<file path="src/rtl/i2c_tgt_pkg.sv">
package i2c_tgt_pkg;

    typedef enum logic [2:0] {
        ST_IDLE,
        ST_ADDR,
        ST_ADDR_ACK,
        ST_WR,
        ST_WR_ACK,
        ST_RD,
        ST_RD_ACK
    } tgt_state_e;

endpackage

</file>
<file path="src/rtl/i2c_bus_sync.sv">
module i2c_bus_sync #(
    parameter int LINES  = 2,
    parameter int STAGES = 2
) (
    input  logic             clk,
    input  logic             rst_n,
    input  logic [LINES-1:0] raw_i,
    output logic [LINES-1:0] sync_o
);

    for (genvar g = 0; g < LINES; g++) begin : g_line
        logic [STAGES-1:0] chain_q;
        logic [STAGES-1:0] chain_d;

        always_comb begin
            chain_d = {chain_q[STAGES-2:0], raw_i[g]};
        end

        always_ff @(posedge clk or negedge rst_n) begin
            if (!rst_n) begin
                chain_q <= '1;
            end else begin
                chain_q <= chain_d;
            end
        end

        assign sync_o[g] = chain_q[STAGES-1];
    end

endmodule

</file>
<file path="src/rtl/i2c_cond_detect.sv">
module i2c_cond_detect (
    input  logic clk,
    input  logic rst_n,
    input  logic scl_s,
    input  logic sda_s,
    output logic scl_rise,
    output logic scl_fall,
    output logic start_evt,
    output logic stop_evt
);

    typedef struct packed {
        logic scl;
        logic sda;
    } prev_t;

    prev_t prev_d, prev_q;

    always_comb begin
        prev_d.scl = scl_s;
        prev_d.sda = sda_s;
    end

    always_ff @(posedge clk or negedge rst_n) begin
        if (!rst_n) begin
            prev_q <= '1;
        end else begin
            prev_q <= prev_d;
        end
    end

    assign scl_rise  = scl_s & ~prev_q.scl;
    assign scl_fall  = ~scl_s & prev_q.scl;
    assign start_evt = scl_s & prev_q.scl & prev_q.sda & ~sda_s;
    assign stop_evt  = scl_s & prev_q.scl & ~prev_q.sda & sda_s;

endmodule

</file>
<file path="src/rtl/i2c_tgt_fsm.sv">
module i2c_tgt_fsm
    import i2c_tgt_pkg::*;
#(
    parameter int DATA_W = 8,
    parameter int ADDR_W = 7
) (
    input  logic              clk,
    input  logic              rst_n,
    input  logic              sda_lvl,
    input  logic              scl_rise,
    input  logic              scl_fall,
    input  logic              start_evt,
    input  logic              stop_evt,
    input  logic [ADDR_W-1:0] own_addr,
    input  logic [DATA_W-1:0] status_i,
    output logic [DATA_W-1:0] ctrl_o,
    output logic              sda_oe_o,
    output tgt_state_e        state_o
);

    localparam int CNT_W = $clog2(DATA_W + 1);
    localparam logic [CNT_W-1:0] CNT_FULL = CNT_W'(DATA_W);
    localparam logic [CNT_W-1:0] CNT_LAST = CNT_W'(DATA_W - 1);

    typedef struct packed {
        tgt_state_e        state;
        logic [CNT_W-1:0]  cnt;
        logic [DATA_W-1:0] shreg;
        logic [DATA_W-1:0] ctrl;
        logic              oe;
        logic              rw;
        logic              nack;
    } fsm_t;

    fsm_t d, q;

    always_comb begin
        d = q;
        unique case (q.state)
            ST_IDLE: begin
                d.oe = 1'b0;
            end
            ST_ADDR: begin
                if (scl_rise) begin
                    d.shreg = {q.shreg[DATA_W-2:0], sda_lvl};
                    d.cnt   = q.cnt + 1'b1;
                end else if (scl_fall && q.cnt == CNT_FULL) begin
                    d.cnt = '0;
                    if (q.shreg[DATA_W-1:1] == own_addr) begin
                        d.state = ST_ADDR_ACK;
                        d.oe    = 1'b1;
                        d.rw    = q.shreg[0];
                    end else begin
                        d.state = ST_IDLE;
                    end
                end
            end
            ST_ADDR_ACK: begin
                if (scl_fall) begin
                    d.cnt = '0;
                    if (q.rw) begin
                        d.state = ST_RD;
                        d.shreg = status_i;
                        d.oe    = ~status_i[DATA_W-1];
                    end else begin
                        d.state = ST_WR;
                        d.oe    = 1'b0;
                    end
                end
            end
            ST_WR: begin
                if (scl_rise) begin
                    d.shreg = {q.shreg[DATA_W-2:0], sda_lvl};
                    d.cnt   = q.cnt + 1'b1;
                end else if (scl_fall && q.cnt == CNT_FULL) begin
                    d.ctrl  = q.shreg;
                    d.oe    = 1'b1;
                    d.cnt   = '0;
                    d.state = ST_WR_ACK;
                end
            end
            ST_WR_ACK: begin
                if (scl_fall) begin
                    d.oe    = 1'b0;
                    d.state = ST_WR;
                end
            end
            ST_RD: begin
                if (scl_fall) begin
                    if (q.cnt == CNT_LAST) begin
                        d.oe    = 1'b0;
                        d.cnt   = '0;
                        d.state = ST_RD_ACK;
                    end else begin
                        d.cnt   = q.cnt + 1'b1;
                        d.shreg = {q.shreg[DATA_W-2:0], 1'b0};
                        d.oe    = ~q.shreg[DATA_W-2];
                    end
                end
            end
            ST_RD_ACK: begin
                if (scl_rise) begin
                    d.nack = sda_lvl;
                end else if (scl_fall) begin
                    if (q.nack) begin
                        d.state = ST_IDLE;
                        d.oe    = 1'b0;
                    end else begin
                        d.state = ST_RD;
                        d.shreg = status_i;
                        d.oe    = ~status_i[DATA_W-1];
                        d.cnt   = '0;
                    end
                end
            end
            default: begin
                d.state = ST_IDLE;
                d.oe    = 1'b0;
            end
        endcase

        if (start_evt) begin
            d.state = ST_ADDR;
            d.cnt   = '0;
            d.oe    = 1'b0;
        end else if (stop_evt) begin
            d.state = ST_IDLE;
            d.oe    = 1'b0;
        end
    end

    always_ff @(posedge clk or negedge rst_n) begin
        if (!rst_n) begin
            q.state <= ST_IDLE;
            q.cnt   <= '0;
            q.shreg <= '0;
            q.ctrl  <= '0;
            q.oe    <= 1'b0;
            q.rw    <= 1'b0;
            q.nack  <= 1'b0;
        end else begin
            q <= d;
        end
    end

    assign ctrl_o   = q.ctrl;
    assign sda_oe_o = q.oe;
    assign state_o  = q.state;

endmodule

</file>
<file path="src/rtl/strap_i2c_target.sv">
module strap_i2c_target
    import i2c_tgt_pkg::*;
#(
    parameter int ADDR_W      = 7,
    parameter int STRAP_W     = 3,
    parameter int DATA_W      = 8,
    parameter int SYNC_STAGES = 2,
    parameter logic [ADDR_W-STRAP_W-1:0] ADDR_HI = 'h4
) (
    input  logic               clk,
    input  logic               rst_n,
    input  logic               scl_i,
    input  logic               sda_i,
    input  logic [STRAP_W-1:0] strap_i,
    input  logic [DATA_W-1:0]  status_i,
    output logic [DATA_W-1:0]  ctrl_o,
    output logic               sda_oe_o
);

    logic [1:0]        line_s;
    logic              scl_lvl;
    logic              sda_lvl;
    logic              scl_rise;
    logic              scl_fall;
    logic              start_evt;
    logic              stop_evt;
    logic [ADDR_W-1:0] own_addr;
    tgt_state_e        fsm_state;

    assign own_addr = {ADDR_HI, strap_i};

    i2c_bus_sync #(
        .LINES  (2),
        .STAGES (SYNC_STAGES)
    ) u_sync (
        .clk    (clk),
        .rst_n  (rst_n),
        .raw_i  ({scl_i, sda_i}),
        .sync_o (line_s)
    );

    assign scl_lvl = line_s[1];
    assign sda_lvl = line_s[0];

    i2c_cond_detect u_cond (
        .clk       (clk),
        .rst_n     (rst_n),
        .scl_s     (scl_lvl),
        .sda_s     (sda_lvl),
        .scl_rise  (scl_rise),
        .scl_fall  (scl_fall),
        .start_evt (start_evt),
        .stop_evt  (stop_evt)
    );

    i2c_tgt_fsm #(
        .DATA_W (DATA_W),
        .ADDR_W (ADDR_W)
    ) u_fsm (
        .clk       (clk),
        .rst_n     (rst_n),
        .sda_lvl   (sda_lvl),
        .scl_rise  (scl_rise),
        .scl_fall  (scl_fall),
        .start_evt (start_evt),
        .stop_evt  (stop_evt),
        .own_addr  (own_addr),
        .status_i  (status_i),
        .ctrl_o    (ctrl_o),
        .sda_oe_o  (sda_oe_o),
        .state_o   (fsm_state)
    );

endmodule

</file>
<file path="config.mk">
export PLATFORM = sky130hd
export DESIGN_NAME = strap_i2c_target
export DESIGN_NICKNAME = d
export VERILOG_FILES = /design/src/rtl/i2c_tgt_pkg.sv /design/src/rtl/i2c_bus_sync.sv /design/src/rtl/i2c_cond_detect.sv /design/src/rtl/i2c_tgt_fsm.sv /design/src/rtl/strap_i2c_target.sv
export SDC_FILE = /design/constraint.sdc
export NUM_CORES = 1
export LEC_CHECK = 0
export BUFFER_PORTS_ARGS = -buffer_cell sky130_fd_sc_hd__buf_2
export CAP_MARGIN = 0
export CORE_MARGIN = 1.5
export CORE_UTILIZATION = 45
export DETAILED_ROUTE_END_ITERATION = 16
export GPL_TIMING_DRIVEN = 1
export PLACE_DENSITY = 0.75
export SETUP_SLACK_MARGIN = 0.02
export SLEW_MARGIN = 20
export SYNTH_ARGS = -nofsm -noshare
export SYNTH_HDL_FRONTEND = slang
export SYNTH_SLANG_ARGS = --single-unit
</file>
<file path="constraint.sdc">
create_clock -name clk -period 2.6 [get_ports clk]
set_input_delay 0.78 -clock clk [delete_from_list [all_inputs] [get_ports clk]]
set_output_delay 0.78 -clock clk [all_outputs]
set_load 0.02 [all_outputs]
</file>
==> impl_metrics.ini <==
[outcome]
outcome = complete, no violations

[sta]
worstMarginPinSlew_ps = 699
finalCriticalPeriod_ps = 2120
max_freq_mhz = 472
period_share = 0.814
skew_ps = 5.20
fin_ws_ps = 483
final-hold-violation-count = 0
tns_ps = 0
grt_setup_unrepaired = false
whs_ps = 355
final-setup-viol-count = 0
slew_headroom = 0.534
drv_slew = 0

[hold_path]
holdCritStartpoint = u_sync.g_line[0].chain_q[0]
hp-class = reg -> reg

[clock_network]
clkLatencyLatePin_ps = 280
cts_made_buffers = 5
postCtsSetupRepairBufs = 0
clkSinkCount = 32
cts_tree = yes
clk_path_buf_depth = 2
clkTransAtPathRegs_ps = 70
cts_resized = 0
cts-root-buf = clkbuf_8
htree_levels = 2
ctsHoldBuffers = 0

[floorplanning]
num_rows = 23
start_util = 0.465
die_x_um = 67.3
dieArea_um2 = 4530
pin_count = 24
core-area_um2 = 4000
die_y_um = 67.3

[worst_setup_path]
slowest_delay_ps = 490
crit_chain = nand2b_1 > nand3_1 > a211oi_4 > mux2_2
crit_required_ps = 2770
slowest_stage = dfrtp_1
end_kind = flop
path_buf_inv = 0
cp_max_fo = 12
cp-start-kind = flop
critPathTopFamily = simple AND/OR/NAND/NOR gates
arrival_ps = 2290
worstSetupPathType = reg -> reg
r2r_start = u_fsm.state_o[1]
startpoint = u_fsm.state_o[1]

[yosys]
ys_seq_elements = 32
synth_nets = 212
avgSynthCellArea_um2 = 9.54
synth_area_leader_cell = dfrtp_1
synth_area_um2 = 1860
synth_edf_count = 0
synth.area.top_cells = dfrtp_1, mux2_2, dfstp_2
ys_seq_area_frac = 0.434
synth_most_common_cell = nand2_1
synthCells = 195
synth_common_cells = nand2_1, dfrtp_1, mux2_2, o21ai_0, nand3_1
async_flop_share = 1.00
yosysTopAreaCellShare = 0.350
synth.distinct_cells = 45
synth_warnings = 0
synth_ff_type = dfrtp_1

[drt]
drc = 0
via_per_inst = 5.63
vias = 1481
wl_per_cell_um = 14.3
ant_nets = 0
drtIter0Drc = 124
drt_wl_total_um = 3770
drt_pass1_iterations = 5

[layout]
fin_cells = 263
nets = 229
final_core_util = 0.514
fin_area_um2 = 2050
post_route_cells_drive_above_1_share = 0.277
diodes = 0
area_delta_synth_final_pct = 10.4

[placed_design]
dp_slack_ps = 487
io_buffers = 23
detailed_place_hpwl_um = 2690
placed_area_um2 = 1960
gp_congestion = 0.888
dp.cells = 255

[grt]
grt_usage = 0.192
antenna_found_initial = 0
grt_max_degree = 33
grt_pass1_vias = 1427
gr-total-overflow = 0
grt_pass1_wl_um = 6470

[pwr]
clock_power_share = 0.354
p_sw_mw = 0.301
ir_drop_uv = 405
p_int_mw = 0.821
pwr-share-comb = 0.132
p_leak_nw = 0.970
total_power_mw = 1.12
powerDensity_nw_per_um2 = 546
switching_share = 0.268
power_frac_seq = 0.514

[run]
drv_cap = 0
[placed cells by master (no fill, tap or decap), drive strengths merged, types with 2 or more instances in the layout]
cell	Yosys	final
and4	2	2
a21oi	9	9
dfrtp	26	26
o21ai	15	15
nand2	30	30
inv	7	7
xnor2	4	4
buf	13	26
a211oi	4	4
nand3	11	11
nand4b	3	3
and4b	2	2
ha	2	2
dfstp	6	6
and2	2	2
a21o	2	2
mux2	18	18
nor2	7	7
clkbuf	3	7
nand2b	3	3
nor2b	4	4
nand3b	2	2
[flip-flops by register name (all words and copies together), names as in the netlist]
signal and count:
u_sync.g_line.chain_q 4, u_fsm.state_o 3, u_cond.prev_q 2, u_fsm.sda_oe_o 1, u_fsm.ctrl_o 8, u_fsm.q 14
[logic make-up after synthesis]
logic type                 count (synthesis)  synth area share
and+or+nand+nor                           74             0.208
AOI/OAI and AO/OA                         42             0.149
DFF                                       32             0.434
buffers and inverters                     23            0.0679
muxes                                     18             0.109
xor gates and xnor gates                   4            0.0188
adders and majority gates                  2            0.0134
[routing by layer]
metal | vias up | track usage | part of all wire
li1 | 724 | - | -
met1 | 701 | 0.236 | 0.44
met2 | 49 | 0.313 | 0.49
met3 | 7 | 0.0517 | 0.061
met4 | 0 | 0.0893 | 0.018
met5 | - | 0 | 0
[path summary, 6_finish.rpt]
check	slack, ps	end	cells after the start
max	480	u_fsm.q[11]	4
min	360	u_sync.g_line[0].chain_q[1]	0
max in group asynchronous	1610	u_fsm.ctrl_o[0]	1
min in group asynchronous	540	u_fsm.q[11]	1
max reg2reg	480	u_fsm.q[11]	4
min reg2reg	360	u_sync.g_line[0].chain_q[1]	0
[area by class of cell]
type                    count  area [um^2]
fillers                   366         1950
flip-flops and latches     32          808
inverters                   7         26.3
clock inverters             1         7.51
well taps                  50         62.6
multi-input cells         140          926
clock buffers               7         86.3
repair buffers             26          138
[power groups by stage]
stage	Clock [mW]	Sequential, mW	Combinational [mW]
2_1_floorplan	0	0.576	0.105
4_1_cts	0.407	0.577	0.149
6_report	0.397	0.577	0.148
3_5_place_dp	0	0.586	0.149
5_1_grt	0.432	0.582	0.168
3_3_place_gp	0	0.585	0.146
Power figures use the tool's default switching activity.
